--- config.mk ---
export PLATFORM = sky130hd
export DESIGN_NAME = fpcmp_unit
export DESIGN_NICKNAME = d
export VERILOG_FILES = /design/src/rtl/fpcmp_pkg.sv /design/src/rtl/fpcmp_classify.sv /design/src/rtl/fpcmp_decide.sv /design/src/rtl/fpcmp_unit.sv
export SDC_FILE = /design/constraint.sdc
export NUM_CORES = 1
export LEC_CHECK = 0
export BUFFER_PORTS_ARGS = -buffer_cell sky130_fd_sc_hd__buf_2
export CORE_UTILIZATION = 45
export CTS_BUF_LIST = sky130_fd_sc_hd__clkbuf_16
export DETAILED_ROUTE_END_ITERATION = 16
export GPL_TIMING_DRIVEN = 0
export PLACE_DENSITY_LB_ADDON = 0.05
export SYNTH_ARGS = -nofsm -noshare
export SYNTH_HDL_FRONTEND = slang
export SYNTH_SLANG_ARGS = --single-unit
export TNS_END_PERCENT = 1
--- constraint.sdc ---
create_clock -name clk -period 5.15 [get_ports clk]
set_input_delay 0.515 -clock clk [delete_from_list [all_inputs] [get_ports clk]]
set_output_delay 0.515 -clock clk [all_outputs]
set_load 0.01 [all_outputs]
--- src/rtl/fpcmp_pkg.sv ---
package fpcmp_pkg;
    localparam int EXP_W  = 11;
    localparam int FRAC_W = 52;
    localparam int MAG_W  = EXP_W + FRAC_W;
    localparam int DATA_W = 1 + MAG_W;
    localparam int CC_W   = 4;

    typedef enum logic [1:0] {
        CLS_ZERO = 2'd0,
        CLS_FIN  = 2'd1,
        CLS_INF  = 2'd2,
        CLS_NAN  = 2'd3
    } cls_e;

    typedef struct packed {
        logic             sign;
        cls_e             cls;
        logic             quiet;
        logic [MAG_W-1:0] mag;
    } opinfo_t;

    typedef struct packed {
        logic [CC_W-1:0] cc;
        logic            snan;
        logic            invcmp;
    } verdict_t;

    localparam logic [CC_W-1:0] CC_LT = 4'b1000;
    localparam logic [CC_W-1:0] CC_GT = 4'b0100;
    localparam logic [CC_W-1:0] CC_EQ = 4'b0010;
    localparam logic [CC_W-1:0] CC_UN = 4'b0001;

    // Reverses a magnitude verdict when both operands are negative.
    function automatic logic [CC_W-1:0] signed_order(input logic neg,
                                                     input logic [CC_W-1:0] c);
        if (!neg)          return c;
        else if (c == CC_LT) return CC_GT;
        else if (c == CC_GT) return CC_LT;
        else               return c;
    endfunction
endpackage

--- src/rtl/fpcmp_classify.sv ---
module fpcmp_classify
    import fpcmp_pkg::*;
#(
    parameter int EW = EXP_W,
    parameter int FW = FRAC_W
) (
    input  logic [EW+FW:0] bits,
    output opinfo_t        info
);
    logic [EW-1:0] expo;
    logic [FW-1:0] frac;

    assign expo = bits[EW+FW-1 -: EW];
    assign frac = bits[FW-1:0];

    always_comb begin
        info.sign  = bits[EW+FW];
        info.quiet = frac[FW-1];
        info.mag   = bits[EW+FW-1:0];
        if (&expo)
            info.cls = (frac != '0) ? CLS_NAN : CLS_INF;
        else if (expo == '0 && frac == '0)
            info.cls = CLS_ZERO;
        else
            info.cls = CLS_FIN;
    end
endmodule

--- src/rtl/fpcmp_decide.sv ---
module fpcmp_decide
    import fpcmp_pkg::*;
(
    input  opinfo_t  a,
    input  opinfo_t  b,
    input  logic     ordered,
    input  logic     inv_en,
    output verdict_t v
);
    logic a_nan, b_nan;
    logic [CC_W-1:0] mag_cc;

    assign a_nan = (a.cls == CLS_NAN);
    assign b_nan = (b.cls == CLS_NAN);

    // Magnitude verdict for operands of the same sign.
    always_comb begin
        if (a.cls < b.cls)            mag_cc = CC_LT;
        else if (a.cls > b.cls)       mag_cc = CC_GT;
        else if (a.cls == CLS_INF)    mag_cc = CC_EQ;
        else if (a.mag < b.mag)       mag_cc = CC_LT;
        else if (a.mag > b.mag)       mag_cc = CC_GT;
        else                          mag_cc = CC_EQ;
    end

    always_comb begin
        v = '0;
        if (a_nan || b_nan) begin
            v.cc     = CC_UN;
            v.snan   = (a_nan && !a.quiet) || (b_nan && !b.quiet);
            v.invcmp = ordered && (inv_en || (a_nan && a.quiet) || (b_nan && b.quiet));
        end else if (a.cls == CLS_ZERO && b.cls == CLS_ZERO) begin
            v.cc = CC_EQ;
        end else if (a.sign != b.sign) begin
            v.cc = a.sign ? CC_LT : CC_GT;
        end else begin
            v.cc = signed_order(a.sign, mag_cc);
        end
    end
endmodule

--- src/rtl/fpcmp_unit.sv ---
module fpcmp_unit
    import fpcmp_pkg::*;
(
    input  logic              clk,
    input  logic              rst,
    input  logic              in_valid,
    input  logic [DATA_W-1:0] op_a,
    input  logic [DATA_W-1:0] op_b,
    input  logic              ordered_mode,
    input  logic              inv_enable,
    output logic [CC_W-1:0]   cc_out,
    output logic              snan_flag,
    output logic              invcmp_flag,
    output logic              done
);
    localparam int N_OPS = 2;

    logic [DATA_W-1:0] ops   [N_OPS];
    opinfo_t           infos [N_OPS];
    verdict_t          verdict;

    assign ops[0] = op_a;
    assign ops[1] = op_b;

    for (genvar i = 0; i < N_OPS; i++) begin : g_cls
        fpcmp_classify #(.EW(EXP_W), .FW(FRAC_W)) u_cls (
            .bits (ops[i]),
            .info (infos[i])
        );
    end

    fpcmp_decide u_dec (
        .a       (infos[0]),
        .b       (infos[1]),
        .ordered (ordered_mode),
        .inv_en  (inv_enable),
        .v       (verdict)
    );

    always_ff @(posedge clk) begin
        if (rst) begin
            cc_out      <= '0;
            snan_flag   <= 1'b0;
            invcmp_flag <= 1'b0;
            done        <= 1'b0;
        end else begin
            done <= in_valid;
            if (in_valid) begin
                cc_out      <= verdict.cc;
                snan_flag   <= verdict.snan;
                invcmp_flag <= verdict.invcmp;
            end
        end
    end

    AST_DONE_AFTER_VALID: assert property (@(posedge clk) disable iff (rst)
        in_valid |=> done);
    AST_DONE_ONLY_PULSE: assert property (@(posedge clk) disable iff (rst)
        !in_valid |=> !done);
    AST_CC_HELD: assert property (@(posedge clk) disable iff (rst)
        !in_valid |=> $stable(cc_out));
    AST_CC_ONE_HOT: assert property (@(posedge clk) disable iff (rst)
        done |-> ($countones(cc_out) == 1));
    AST_SNAN_IS_UNORD: assert property (@(posedge clk) disable iff (rst)
        snan_flag |-> (cc_out == CC_UN));
    AST_UNORD_NO_INV: assert property (@(posedge clk) disable iff (rst)
        (in_valid && !ordered_mode) |=> !invcmp_flag);
    AST_ZEROS_EQUAL: assert property (@(posedge clk) disable iff (rst)
        (in_valid && op_a[DATA_W-2:0] == '0 && op_b[DATA_W-2:0] == '0)
        |=> (cc_out == CC_EQ));
endmodule

==> Flow_metrics.wiki <==
{| class="wikitable"
! Metric !! Value
|-
| Worst R2R Setup Slack || 4.41 ns
|-
| Final ANT Viol Nets || 0
|-
| Post-CTS Resized || 0
|-
| Final hold viol count || 0
|-
| Clock skew after layout || 0 ns
|-
| Diode count || 0
|-
| Pin count of the biggest net entering global routing || 10
|-
| Cts hold-fix bufs || 0
|-
| Count of nets after finishing || 685
|-
| Area share of the leading cell type in the synthesized netlist || 33.0%
|-
| Fillcell total || 529
|-
| Instance area at placement || 3240 um2
|-
| Drc violations || 0
|-
| Via count || 3,061
|-
| Clock root cell || sky130_fd_sc_hd__clkbuf_16
|-
| Top achievable clock speed || 324 MHz
|-
| Clock H-tree levels || 1
|-
| Synthesized Nets || 542
|-
| Synthesized area divided by synthesized cell count || 7.17 um2
|-
| Share of cells above drive strength 1 || 32.1%
|-
| Count of unique library cells instantiated by Yosys || 45
|-
| CTS tree || yes
|-
| Gate count after technology mapping || 344
|-
| Final total negative setup slack || 0 ns
|-
| Critical Path RT || 5.30 ns
|-
| Net switching fraction of the power || 35.8%
|-
| Synth async-reset ratio || 0%
|-
| Die ar. || 5780 um2
|-
| Result of the run || complete, no violations
|-
| Number of synthesis warnings || 0
|-
| Total count of max-transition violations in the final report || 0
|-
| Prevailing post-synth register cell || sky130_fd_sc_hd__dfxtp_1
|-
| Maximum ir drop on the vdd rail || 132 uV
|-
| Signed area change from the synthesized netlist to the final layout || 34.8%
|-
| Site Rows || 26
|-
| CTS sink cnt || 7
|-
| Start point of the critical path || op_a[20]
|-
| Clock insertion delay at the later pin of the skew report || 0.23 ns
|-
| Dpl hpwl || 6.76 mm
|-
| Critical path destination || cc_out[2]
|-
| Flip-flop and latch count after synthesis || 7
|-
| Destination of the worst register-to-register timing path || cc_out[2]
|-
| Routability congestion estimate || 0.865
|-
| Global-route congestion overflow total || 0
|-
| Leak Pwr || 1.83 nW
|-
| Tcrit/Tclk final || 59.9%
|-
| Worst Setup Start Kind || input port
|-
| Area of the mapped netlist || 2470 um2
|-
| Worst endpoint data arrival time || 3.24 ns
|-
| Top area cells in the synthesized netlist || sky130_fd_sc_hd__ha_1 (33%), sky130_fd_sc_hd__inv_1 (11%), sky130_fd_sc_hd__nor4_1 (7.4%)
|-
| Final hold slack || 0.475 ns
|-
| Input/output buffers || 138
|-
| Max-cap violations || 0
|-
| Path type of the worst min-delay path || reg2reg
|-
| Top-level I/O count || 140
|-
| Source of the worst register-to-register timing path || cc_out[2]
|-
| Router iterations before antenna repair || 4
|-
| Critical setup path kind || in2reg
|-
| Iteration-0 DRC Markers || 68
|-
| Final routed wirelength across all metal layers || 7.32 mm
|-
| Number of global-route vias before repair || 2,976
|-
| Psw || 0.000142 W
|-
| Average wire per standard cell || 13.2 um
|-
| Part of the total power dissipated in sequential elements || 14.6%
|-
| Clock network fraction of design power || 33.5%
|-
| Max Fanout on Critical Path || 4
|-
| Worst rel slew slack || 59.5%
|-
| Clock Tree Buf Depth || 2
|-
| Initial standard-cell utilization of the core || 47.4%
|-
| Post-route minimum period || 3.08 ns
|-
| Share of the yosys chip area belonging to registers || 5.68%
|-
| Final total power || 0.000397 W
|-
| EDFF count, synth || 0
|-
| Critical path capture point type || register
|-
| Number of buffers created by CTS || 3
|-
| Final non-filler cell area || 3320 um2
|-
| Global router's overall resource usage || 25.0%
|-
| Number of buffers added for setup after CTS || 0
|-
| Antenna violations before repair || 0
|-
| Die width || 76.0 um
|-
| Die outline height || 76.0 um
|-
| Fraction of power consumed by combinational cells || 51.9%
|-
| Wire length of the first global-routing pass || 12.2 mm
|-
| Total core area || 5200 um2
|-
| Internal power || 0.000255 W
|-
| Setup repair after global routing missed its margin || no
|-
| Post-synth top area cell || sky130_fd_sc_hd__ha_1
|-
| Power per standard cell area || 119 nW/um2
|-
| Via-per-instance ratio || 5.51
|-
| Depth of the worst register-to-register path || 3
|-
| Final count of negative-setup-slack endpoints || 0
|-
| Clock slew at reported path FFs || 0.04 ns
|-
| Measured slew at the worst slew-check pin || 0.602 ns
|}
power by group through the flow:
stage	Sequential [W]	Clock (W)	Combinational (W)
after floorplan	0.0000600	0	0.000103
after global placement	0.0000588	0	0.000199
after detailed placement	0.0000588	0	0.000204
after CTS	0.0000580	0.000133	0.000206
after global routing	0.0000583	0.000138	0.000235
final	0.0000580	0.000133	0.000206
kinds of logic (layout without fill, tap and decap cells):
| group | Yosys count | after routing | share of synthesized area [%] |
|---|---|---|---|
| compound gates | 65 | 65 | 18.1 |
| xor+xnor | 1 | 1 | 0.355 |
| fa+ha+maj | 65 | 65 | 33.0 |
| buf+inv | 70 | 212 | 10.7 |
| flops | 7 | 7 | 5.68 |
| mux | 1 | 1 | 0.406 |
| simple gates | 135 | 135 | 31.8 |
registers in the layout, indices dropped and copies added (netlist names):
register     flops
invcmp_flag      1
cc_out           4
snan_flag        1
done             1
how the worst min path moves through the flow:
stage,endpoint,depth (start not counted),slack [ns],start
CTS,invcmp_flag,2,0.47,invcmp_flag
global route,invcmp_flag,2,0.51,invcmp_flag
floorplan,invcmp_flag,2,0.48,invcmp_flag
global placement,invcmp_flag,2,0.45,invcmp_flag
finish,invcmp_flag,2,0.48,invcmp_flag
detailed placement,invcmp_flag,2,0.47,invcmp_flag
cells in the mapped netlist, types with 2 or more instances:
| master | number |
|---|---|
| sky130_fd_sc_hd__inv_1 | 69 |
| sky130_fd_sc_hd__ha_1 | 65 |
| sky130_fd_sc_hd__nor4_1 | 29 |
| sky130_fd_sc_hd__a21oi_1 | 26 |
| sky130_fd_sc_hd__nand2_1 | 24 |
| sky130_fd_sc_hd__nand4_1 | 22 |
| sky130_fd_sc_hd__nor2_1 | 17 |
| sky130_fd_sc_hd__nand3_1 | 12 |
| sky130_fd_sc_hd__nor3_1 | 10 |
| sky130_fd_sc_hd__dfxtp_1 | 7 |
| sky130_fd_sc_hd__o21ai_0 | 6 |
| sky130_fd_sc_hd__nor4_2 | 5 |
| sky130_fd_sc_hd__a221oi_1 | 4 |
| sky130_fd_sc_hd__and4_1 | 4 |
| sky130_fd_sc_hd__o211ai_1 | 4 |
| sky130_fd_sc_hd__a211oi_1 | 3 |
| sky130_fd_sc_hd__o21ai_1 | 3 |
| sky130_fd_sc_hd__o22ai_1 | 3 |
| sky130_fd_sc_hd__a21boi_0 | 2 |
| sky130_fd_sc_hd__a31oi_1 | 2 |
| sky130_fd_sc_hd__a32oi_1 | 2 |
| sky130_fd_sc_hd__nand2b_1 | 2 |
through the flow:
stage / instances / util [%] / setup slack (ns)
5_1_grt: 556 / 63.9 / 1.90
6_report: 556 / 63.9 / 2.07
4_1_cts: 556 / 63.9 / 2.05
2_1_floorplan: 344 / - / 2.31
3_3_place_gp: 552 / 62.3 / 1.82
3_5_place_dp: 552 / 62.3 / 1.82
layout by cell type, fill, tap and decap left out, drive strengths merged, types with 9 or more instances in the layout:
cell | synthesis | layout
nor3 | 10 | 10
nand3 | 12 | 12
inv | 69 | 69
nand4 | 22 | 22
nor2 | 17 | 17
ha | 65 | 65
o21ai | 9 | 9
nand2 | 25 | 25
a21oi | 26 | 26
nor4 | 35 | 35
buf | 1 | 139
layout make-up:
cell class / count / area, um2 / share of cell area [%]
plain buffers: 1 / 5.00 / 0.151
clock buffers: 3 / 75.1 / 2.26
clock inverters: 1 / 5.00 / 0.151
inverters: 69 / 259 / 7.79
multi-input cells: 267 / 2060 / 62.0
flip-flops and latches: 7 / 140 / 4.22
well taps: 70 / 87.6 / 2.63
repair buffers: 138 / 691 / 20.8
critical path, stage by stage:
cell and delay, ns:
sky130_fd_sc_hd__buf_2 0.11, sky130_fd_sc_hd__nor4_1 0.38, sky130_fd_sc_hd__nand4_1 0.21, sky130_fd_sc_hd__or4_4 0.62
sky130_fd_sc_hd__a21oi_1 0.15, sky130_fd_sc_hd__ha_1 0.24, sky130_fd_sc_hd__nand2_1 0.14, sky130_fd_sc_hd__nor3_1 0.07
sky130_fd_sc_hd__nand4_1 0.13, sky130_fd_sc_hd__o32ai_4 0.11, sky130_fd_sc_hd__nor4_2 0.27, sky130_fd_sc_hd__o211ai_1 0.14
sky130_fd_sc_hd__a32oi_1 0.15
metal layers:
| layer | wire, um | vias to the layer above | track usage (%) |
|---|---|---|---|
| met5 | 0 | - | 0 |
| met4 | 67 | 0 | 5.00 |
| met3 | 291 | 8 | 1.92 |
| met2 | 3720 | 89 | 50.2 |
| met1 | 3240 | 1381 | 28.5 |
| li1 | - | 1583 | - |
(Power assumes the default switching activity.)
